--- config.mk ---
export PLATFORM = sky130hd
export DESIGN_NAME = snd_chan_core
export DESIGN_NICKNAME = d
export VERILOG_FILES = /design/src/rtl/snd_chan_pkg.sv /design/src/rtl/snd_step_timer.sv /design/src/rtl/snd_psg_gen.sv /design/src/rtl/snd_out_strobe.sv /design/src/rtl/snd_chan_core.sv
export SDC_FILE = /design/constraint.sdc
export NUM_CORES = 1
export LEC_CHECK = 0
export ABC_AREA = 1
export BUFFER_PORTS_ARGS = -buffer_cell sky130_fd_sc_hd__buf_4
export CAP_MARGIN = 20
export CORE_MARGIN = 2
export CORE_UTILIZATION = 40
export DETAILED_ROUTE_END_ITERATION = 7
export MAX_ROUTING_LAYER = met4
export PLACE_DENSITY = 0.58
export SYNTH_ARGS = -nofsm -noshare
export SYNTH_HDL_FRONTEND = slang
export SYNTH_HIERARCHICAL = 1
export SYNTH_SLANG_ARGS = --single-unit
--- constraint.sdc ---
create_clock -name clk -period 1.7 [get_ports clk]
set_input_delay 0.255 -clock clk [delete_from_list [all_inputs] [get_ports clk]]
set_output_delay 0.255 -clock clk [all_outputs]
set_load 0.01 [all_outputs]
--- src/rtl/snd_chan_pkg.sv ---
package snd_chan_pkg;
  typedef enum logic {
    WAVE_SQUARE = 1'b0,
    WAVE_NOISE  = 1'b1
  } wave_e;

  localparam int SND_TMR_W       = 16;
  localparam int SND_DATA_W      = 16;
  localparam int SND_STEP_W      = 3;
  localparam int SND_LFSR_W      = 15;
  localparam int SND_STROBE_PER  = 1024;
  localparam int SND_KEEP_BITS   = 10;
endpackage

--- src/rtl/snd_step_timer.sv ---
module snd_step_timer #(
  parameter int TMR_W = 16
) (
  input  logic             clk,
  input  logic             rst_n,
  input  logic             run,
  input  logic             reload_wr,
  input  logic [TMR_W-1:0] reload_val,
  output logic             wrap,
  output logic             step_q
);
  localparam logic [TMR_W-1:0] CNT_TOP = '1;

  logic             half_q;
  logic             tick;
  logic [TMR_W-1:0] cnt_q;
  logic [TMR_W-1:0] rld_q;

  assign tick = half_q & run;
  assign wrap = tick && (cnt_q == CNT_TOP);

  always_ff @(posedge clk or negedge rst_n) begin
    if (!rst_n) begin
      half_q <= 1'b0;
      step_q <= 1'b0;
      cnt_q  <= '0;
      rld_q  <= '0;
    end else begin
      half_q <= ~half_q;
      step_q <= wrap;
      if (reload_wr) rld_q <= reload_val;
      if (reload_wr && !run) cnt_q <= reload_val;
      else if (wrap)         cnt_q <= rld_q;
      else if (tick)         cnt_q <= cnt_q + 1'b1;
    end
  end

  AST_WRAP_RELOADS: assert property (@(posedge clk) disable iff (!rst_n)
    wrap |=> cnt_q == $past(rld_q));
  AST_HALF_RATE: assert property (@(posedge clk) disable iff (!rst_n)
    tick |=> !tick);
  AST_STOPPED_HOLDS: assert property (@(posedge clk) disable iff (!rst_n)
    (!run && !reload_wr) |=> cnt_q == $past(cnt_q));
  AST_NO_STEP_STOPPED: assert property (@(posedge clk) disable iff (!rst_n)
    !run |=> !step_q);
endmodule

--- src/rtl/snd_psg_gen.sv ---
module snd_psg_gen
  import snd_chan_pkg::*;
#(
  parameter int DATA_W = 16,
  parameter int STEP_W = 3,
  parameter int LFSR_W = 15
) (
  input  logic              clk,
  input  logic              rst_n,
  input  logic              start,
  input  logic              run,
  input  logic              advance,
  input  wave_e             wave,
  input  logic [STEP_W-1:0] duty,
  output logic [DATA_W-1:0] level
);
  localparam logic [DATA_W-1:0] POS_FS = {1'b0, {(DATA_W-1){1'b1}}};
  localparam logic [DATA_W-1:0] NEG_FS = {1'b1, {(DATA_W-2){1'b0}}, 1'b1};
  localparam logic [LFSR_W-1:0] SEED   = '1;

  logic [STEP_W-1:0] idx_q;
  logic [LFSR_W-1:0] lfsr_q;
  logic [STEP_W-1:0] high_cnt;
  logic              sq_high;

  assign high_cnt = (duty == '0) ? STEP_W'(1) : duty;
  assign sq_high  = (idx_q < high_cnt);

  always_ff @(posedge clk or negedge rst_n) begin
    if (!rst_n) begin
      idx_q  <= '0;
      lfsr_q <= SEED;
    end else if (start) begin
      idx_q  <= '0;
      lfsr_q <= SEED;
    end else if (advance) begin
      idx_q  <= idx_q + 1'b1;
      lfsr_q <= {lfsr_q[0] ^ lfsr_q[1], lfsr_q[LFSR_W-1:1]};
    end
  end

  always_comb begin
    if (!run)                    level = '0;
    else if (wave == WAVE_NOISE) level = lfsr_q[0] ? NEG_FS : POS_FS;
    else                         level = sq_high ? POS_FS : NEG_FS;
  end

  AST_IDX_CLEAR: assert property (@(posedge clk) disable iff (!rst_n)
    start |=> idx_q == '0);
  AST_IDX_STEP: assert property (@(posedge clk) disable iff (!rst_n)
    (advance && !start) |=> idx_q == $past(idx_q) + 1'b1);
  AST_LFSR_LIVE: assert property (@(posedge clk) disable iff (!rst_n)
    lfsr_q != '0);
  AST_LEVEL_HOLD: assert property (@(posedge clk) disable iff (!rst_n)
    (run && !advance && !start) |=> (run |-> $stable(idx_q)));
endmodule

--- src/rtl/snd_out_strobe.sv ---
module snd_out_strobe #(
  parameter int PERIOD = 1024
) (
  input  logic clk,
  input  logic rst_n,
  output logic strobe
);
  localparam int CW = (PERIOD > 1) ? $clog2(PERIOD) : 1;
  localparam logic [CW-1:0] LAST = CW'(PERIOD - 1);

  logic [CW-1:0] div_q;

  assign strobe = (div_q == LAST);

  always_ff @(posedge clk or negedge rst_n) begin
    if (!rst_n)      div_q <= '0;
    else if (strobe) div_q <= '0;
    else             div_q <= div_q + 1'b1;
  end

  AST_STROBE_SPACED: assert property (@(posedge clk) disable iff (!rst_n)
    strobe |=> !strobe);
endmodule

--- src/rtl/snd_chan_core.sv ---
module snd_chan_core
  import snd_chan_pkg::*;
#(
  parameter int TMR_W     = SND_TMR_W,
  parameter int DATA_W    = SND_DATA_W,
  parameter int STEP_W    = SND_STEP_W,
  parameter int LFSR_W    = SND_LFSR_W,
  parameter int STROBE_P  = SND_STROBE_PER,
  parameter int KEEP_BITS = SND_KEEP_BITS
) (
  input  logic              clk,
  input  logic              rst_n,
  input  logic              ch_start,
  input  logic              reload_wr,
  input  logic [TMR_W-1:0]  reload_val,
  input  logic              noise_sel,
  input  logic [STEP_W-1:0] duty,
  input  logic              trunc_en,
  output logic              step_pulse,
  output logic              out_valid,
  input  logic              out_ready,
  output logic [DATA_W-1:0] out_data
);
  localparam int DROP_BITS = DATA_W - KEEP_BITS;

  logic              run_q;
  logic              start_edge;
  logic              wrap;
  logic              strobe;
  logic [DATA_W-1:0] level;
  logic [DATA_W-1:0] cut_mask;
  logic [DATA_W-1:0] sample;
  wave_e             wave;

  assign start_edge = ch_start & ~run_q;
  assign wave       = noise_sel ? WAVE_NOISE : WAVE_SQUARE;

  always_ff @(posedge clk or negedge rst_n) begin
    if (!rst_n) run_q <= 1'b0;
    else        run_q <= ch_start;
  end

  snd_step_timer #(.TMR_W(TMR_W)) u_timer (
    .clk        (clk),
    .rst_n      (rst_n),
    .run        (run_q),
    .reload_wr  (reload_wr),
    .reload_val (reload_val),
    .wrap       (wrap),
    .step_q     (step_pulse)
  );

  snd_psg_gen #(.DATA_W(DATA_W), .STEP_W(STEP_W), .LFSR_W(LFSR_W)) u_psg (
    .clk     (clk),
    .rst_n   (rst_n),
    .start   (start_edge),
    .run     (run_q),
    .advance (wrap),
    .wave    (wave),
    .duty    (duty),
    .level   (level)
  );

  snd_out_strobe #(.PERIOD(STROBE_P)) u_strobe (
    .clk    (clk),
    .rst_n  (rst_n),
    .strobe (strobe)
  );

  generate
    if (DROP_BITS > 0) begin : g_cut
      assign cut_mask = {{KEEP_BITS{1'b1}}, {DROP_BITS{1'b0}}};
    end else begin : g_nocut
      assign cut_mask = '1;
    end
  endgenerate

  assign sample = trunc_en ? (level & cut_mask) : level;

  always_ff @(posedge clk or negedge rst_n) begin
    if (!rst_n) begin
      out_valid <= 1'b0;
      out_data  <= '0;
    end else if (strobe) begin
      out_valid <= 1'b1;
      out_data  <= sample;
    end else if (out_valid && out_ready) begin
      out_valid <= 1'b0;
    end
  end

  AST_VALID_HOLD: assert property (@(posedge clk) disable iff (!rst_n)
    (out_valid && !out_ready && !strobe) |=> (out_valid && $stable(out_data)));
  AST_CAPTURE_VALID: assert property (@(posedge clk) disable iff (!rst_n)
    strobe |=> out_valid);
  AST_TRUNC_LOW: assert property (@(posedge clk) disable iff (!rst_n)
    (strobe && trunc_en) |=> (out_data & ~cut_mask) == '0);
  AST_STOPPED_SILENT: assert property (@(posedge clk) disable iff (!rst_n)
    (strobe && !run_q) |=> out_data == '0);
endmodule

======== Yosys cells after proc, flatten, opt, wreduce, memory -nomap -nowiden ========
Cells that the tools add are included.
word-level totals
  flip-flop bits (word level) ............. 80
  logic and storage cells ................. 46
operators by class
  $add $sub $neg .......................... 3
  magnitude comparators ................... 1
  equal/unequal tests ..................... 2
  multiplexer cells ....................... 17
  bitwise logic cells ..................... 5
  reductions and logical operators ........ 8
operators with widths
  operator                                                         count
  16-bit two-way mux                                               7
  15-bit two-way mux                                               2
  16-bit by 1-bit adder with 16-bit output, second input constant  1
  16-bit equality test, second input constant                      1
  10-bit by 1-bit adder with 10-bit output, second input constant  1
  10-bit equality test, second input constant                      1
  10-bit two-way mux                                               1
  3-bit two-way mux                                                3
  6-bit two-way mux                                                1
  2-bit nonzero test                                               2
  3-bit by 1-bit adder with 3-bit output, second input constant    1
  1-bit logical AND                                                3
  3-bit zero test                                                  1
  3-bit less-than comparator                                       1
  1-bit two-way mux                                                3
  3-bit nonzero test                                               1
  1-bit AND                                                        2
  1-bit inverter                                                   2
  1-bit zero test                                                  1
  1-bit bitwise XOR                                                1

======== Depth between registers and ports, before layout ========
  depth in word-level cells ............... 7
  mapped depth ............................ 11
  depth with buffers taken out ............ 10

======== Hierarchy ========
Netlist, hierarchy kept.
modules (own cells, without submodules)
  module          times used  cells each  area each (um2)  seq. area each (um2)
  snd_step_timer  1           297         2031.9           850.8
  snd_psg_gen     1           112         992.2            469.2
  snd_chan_core   1           75          716.9            450.4
  snd_out_strobe  1           59          499.2            250.2

======== Least setup slack after synthesis ========
No wires, ideal clock.
  kind .................................... reg2reg
  start ................................... reg u_psg.idx_q[2]
  end ..................................... reg out_data[3]
  setup time .............................. 0.065 ns
  arrival time ............................ 1.775 ns
  required time ........................... 1.635 ns
  setup slack ............................. -0.140 ns
  cell stages (with the launch flop) ...... 8
  buffers on the path ..................... 1
  cells stage by stage .................... dfrtp_1 ha_1 a21oi_1 nand3_1 a21oi_1 buf_4 nand3_1 nand2_1
on the way
  longest elaborated chain between the ends .. 5
ends and longest elaborated chain
  item                        RTL line             RTL
  start, declared             snd_psg_gen.sv:21    logic [STEP_W-1:0] idx_q;
  start signal, assigned      snd_psg_gen.sv:37    idx_q <= idx_q + 1'b1;
  3-bit less-than comparator  snd_psg_gen.sv:27    assign sq_high = (idx_q < high_cnt);
  16-bit two-way mux          snd_psg_gen.sv:45    else level = sq_high ? POS_FS : NEG_FS;
  16-bit two-way mux          snd_psg_gen.sv:44    else if (wave == WAVE_NOISE) level = lfsr_q[0] ? NEG_FS : POS_FS;
  16-bit two-way mux          snd_psg_gen.sv:43    if (!run) level = '0;
  via level[3]                snd_chan_core.sv:30  logic [DATA_W-1:0] level;
  6-bit two-way mux           snd_chan_core.sv:78  assign sample = trunc_en ? (level & cut_mask) : level;
  end signal, assigned        snd_chan_core.sv:86  out_data <= sample;
  end, declared               snd_chan_core.sv:22  output logic [DATA_W-1:0] out_data
The timed path passes the listed nets, and every way through them passes these cells.
A chain may end at the register's enable or synchronous reset.

======== Worst setup path after layout ========
  start ................................... reg u_timer.cnt_q[1]
  end ..................................... reg u_timer.cnt_q[14]
on the way
  longest elaborated chain between the ends .. 4
  elaborated cells between the ends (all ways) .. 7
ends and longest elaborated chain
  item                      RTL line              RTL
  start, declared           snd_step_timer.sv:16  logic [TMR_W-1:0] cnt_q;
  start signal, assigned    snd_step_timer.sv:32  if (reload_wr && !run) cnt_q <= reload_val;
  start signal, assigned    snd_step_timer.sv:33  else if (wrap) cnt_q <= rld_q;
  start signal, assigned    snd_step_timer.sv:34  else if (tick) cnt_q <= cnt_q + 1'b1;
  16-bit equality test (*)  snd_step_timer.sv:20  assign wrap = tick && (cnt_q == CNT_TOP);
  1-bit logical AND (*)     snd_step_timer.sv:20
  via wrap                  snd_chan_core.sv:28   logic wrap;
  16-bit two-way mux        snd_step_timer.sv:33
  16-bit two-way mux        snd_step_timer.sv:32
The timed path passes the listed nets; every way through them passes the cells marked *. The select of a mux whose other input is x is not followed.

==> run_results.csv <==
group,metric,value,unit
floorplanning,start_util,41.07,%
setup_path,critPathCaptureType,"register",
logic_synthesis,synth_top_flop_cell,"sky130_fd_sc_hd__dfrtp_1",
timing,timing.max_slew.rel_slack,67.62,%
timing,final.setup_skew,13.99,ps
logic_synthesis,synth_area_in_compound_gates,7.259,%
placed_design,dpl.cell_count,712,
timing,final_critical_path_setup_slack,87.69,ps
grt,grt_start_max_net_pins,46,
setup_path,worst_ep_arrival_time,1880,ps
floorplanning,chipWidth,107.0,microns
timing,min_period,1612,ps
timing,setup_viol,0,
timing,hold_viol,0,
timing,setup_repair_after_global_routing_missed_its_margin,"yes",
logic_synthesis,edff_count_synth,0,
grt,number_of_antenna_violations_at_the_first_check_in_global_routing,0,
final_layout,multi_input_area,1749,sq um
logic_synthesis,unique_cell_type_count_in_the_yosys_netlist,34,
placed_design,place_ws,44.37,ps
logic_synthesis,synth_async_sr_flop_share,100.0,%
logic_synthesis,adder_cell_share_of_the_synthesized_area,1.475,%
cts,clk_pin_slew,90,ps
logic_synthesis,synth_fp_nets,574,
routing,detail_route.wirelength,9133,microns
timing,max_clock_freq,620.2,MHz
routing,drt-wirelength-per-cell,12.39,microns
cts,cts.path.max_buffers,2,
cts,cts.htree.levels,3,
flow_run,max_cap_violations,0,
floorplanning,area_of_the_core_region,10320,sq um
timing,layout_worst_path_cycle_share,94.84,%
routing,vias_per_cell,4.639,
logic_synthesis,postSynthAreaPerCell,7.809,sq um
logic_synthesis,synth_top_cells_by_count,"sky130_fd_sc_hd__nand2_1 (187), sky130_fd_sc_hd__dfrtp_1 (65), sky130_fd_sc_hd__inv_1 (59)",
routing,dr.pass1.iters,5,
grt,grt_first_pass_wirelength,15640,microns
logic_synthesis,yosysWarnings,6,
setup_path,cp.required,1960,ps
logic_synthesis,synthMuxAreaShare,0,%
final_layout,n_antenna_cell,0,
routing,detailroute.via_count,3419,
logic_synthesis,synth_area,4240,sq um
timing,drv_slew,0,
setup_path,kind_of_start_point_of_the_critical_path,"register",
cts,numCtsBuffers,9,
pwr,leakage_power,2.590,nW
outcome,run_status,"complete, no violations",
placed_design,port_buffers,43,
grt,gr-usage-all-layers,17.85,%
timing,fin_worst_hold_slack,75.81,ps
final_layout,instances_no_fill,737,
min_path,hold_path_class,"in -> reg",
pwr,power.density,846.2,nW/um^2
timing,worst_slew_pin_slew,485.8,ps
placed_design,dpl.hpwl,6323,microns
cts,worst_skew_pair_latency,370,ps
logic_synthesis,synth-xor-area-share,2.066,%
final_layout,n_fill_cell,997,
cts,clock_sink_count,80,
logic_synthesis,post-synth-top-count-cell,"sky130_fd_sc_hd__nand2_1",
routing,detail_route.drc_violations,0,
setup_path,timing.setup.critical_path_class,"reg -> reg",
final_layout,final_layout_size_suffix_gt1_share,22.63,%
floorplanning,floorplan.io_pins,44,
grt,grt_pass1_vias,3384,
cts,tritoncts,"yes",
pwr,max-vdd-ir-drop,0.0005775,V
logic_synthesis,synthTopCellsByArea,"sky130_fd_sc_hd__dfrtp_1 (38%), sky130_fd_sc_hd__nand2_1 (17%), sky130_fd_sc_hd__dfstp_2 (9.3%)",
final_layout,layout.core_utilization,48.89,%
routing,drtAntennaViolNets,0,
floorplanning,std_cell_rows,37,
logic_synthesis,synth_simple_gate_area_share,29.57,%
final_layout,area_delta_synth_final,19.03,%
floorplanning,die-area,11440,sq um
routing,drtIter0Drc,193,
cts,clk_root_buffer_cell,"sky130_fd_sc_hd__clkbuf_8",
logic_synthesis,synth_top_cell_area_share,38.36,%
logic_synthesis,post-synth-top-area-cell,"sky130_fd_sc_hd__dfrtp_1",
final_layout,regArea,2022,sq um
grt,grt_overflow_total,0,
final_layout,final_nets,627,
logic_synthesis,synth_sequential_area_ratio,47.65,%
logic_synthesis,largest_family_of_logic_cells_by_synthesized_area,"simple AND/OR/NAND/NOR gates",
floorplanning,die_height,107.0,microns
placed_design,gpl.final_weighted_congestion,0.8562,
setup_path,worstPathMaxFanout,7,
logic_synthesis,ys_seq_elements,80,
logic_synthesis,synth_cells,543,
## placed cells by master (no fill, tap or decap), types with 6 or more instances in the layout
| master | n |
|---|---|
| sky130_fd_sc_hd__nand3_1 | 46 |
| sky130_fd_sc_hd__a21oi_1 | 7 |
| sky130_fd_sc_hd__nand2_1 | 185 |
| sky130_fd_sc_hd__o21ai_0 | 39 |
| sky130_fd_sc_hd__dfrtp_1 | 64 |
| sky130_fd_sc_hd__o21ai_1 | 6 |
| sky130_fd_sc_hd__clkbuf_8 | 9 |
| sky130_fd_sc_hd__nor2_1 | 38 |
| sky130_fd_sc_hd__inv_1 | 59 |
| sky130_fd_sc_hd__inv_2 | 10 |
| sky130_fd_sc_hd__buf_4 | 61 |
| sky130_fd_sc_hd__dfstp_2 | 15 |
| sky130_fd_sc_hd__nand2_2 | 8 |
## where the power goes
group / switching, mW / internal, mW / leakage (nW)
clock network: 0.761 / 0.844 / 0.112
logic: 0.317 / 0.243 / 1.57
registers: 0.0969 / 2.01 / 0.905
total: 1.18 / 3.10 / 2.59
## flip-flops by register name, indices dropped and copies added (netlist names)
register and count:
u_timer/half_q 1, u_psg/lfsr_q 15, u_strobe/div_q 10, out_valid 1
out_data 16, u_timer/rld_q 16, u_timer/step_q 1, run_q 1
u_timer/cnt_q 16, u_psg/idx_q 3
## path summary, 6_finish.rpt
path	startpoint	end	slack [ps]	depth (start not counted)
max in group asynchronous	rst_n	u_timer/cnt_q[7]	710	3
min in group asynchronous	rst_n	u_timer/rld_q[9]	400	2
setup / recovery	u_timer/cnt_q[1]	u_timer/cnt_q[14]	90	11
hold / removal	out_ready	out_valid	80	2
setup reg to reg	u_timer/cnt_q[1]	u_timer/cnt_q[14]	90	11
hold reg to reg	u_timer/half_q	u_timer/half_q	420	1
## critical path, cell delays in order, from the launching register on
cell and delay [ps]:
sky130_fd_sc_hd__dfrtp_1 420, sky130_fd_sc_hd__ha_4 170, sky130_fd_sc_hd__nand3_4 100, sky130_fd_sc_hd__nor2_4 140, sky130_fd_sc_hd__nand2_4 90, sky130_fd_sc_hd__nor2_8 190
sky130_fd_sc_hd__buf_6 160, sky130_fd_sc_hd__nand2_1 50, sky130_fd_sc_hd__nand2_1 50, sky130_fd_sc_hd__inv_1 40, sky130_fd_sc_hd__nand2_1 50, sky130_fd_sc_hd__nand2_1 40
## routing by layer
layer,vias to the layer above,track usage [%],share of wire [%]
met2,45,26.43,45
met4,0,4.453,1.1
met5,-,-,0
met3,9,5.228,4.1
met1,1588,24.25,50
li1,1777,-,-
## through the flow
step	TNS, ps	power [mW]	instance area [sq um]
2_1_floorplan	-16.49	2.468	4268
3_3_place_gp	0	2.678	4696
3_5_place_dp	0	2.684	4696
4_1_cts	0	4.318	4941
5_1_grt	-9.144	4.531	5047
6_report	0	4.271	5047
## cell type report
cell class / instances / share of cell area (%)
multi-input cells: 365 / 34.66
clock inverters: 7 / 2.008
repair buffers: 69 / 11.87
flip-flops and latches: 80 / 40.06
inverters: 71 / 5.578
clock buffers: 9 / 2.454
well taps: 136 / 3.371
## logic make-up after synthesis
group / Yosys count
compound gates: 58
xor+xnor: 10
fa+ha+maj: 5
buf+inv: 98
flops: 80
simple gates: 292
## repair_timing
item / CTS / global route
endpoints found under the setup margin: 0 / 27
endpoints found under the hold margin: 21 / 0
buffers inserted: 0 / 5
gates resized for setup: 0 / 8
hold buffers: 2 / 0
Power figures use the tool's default switching activity.
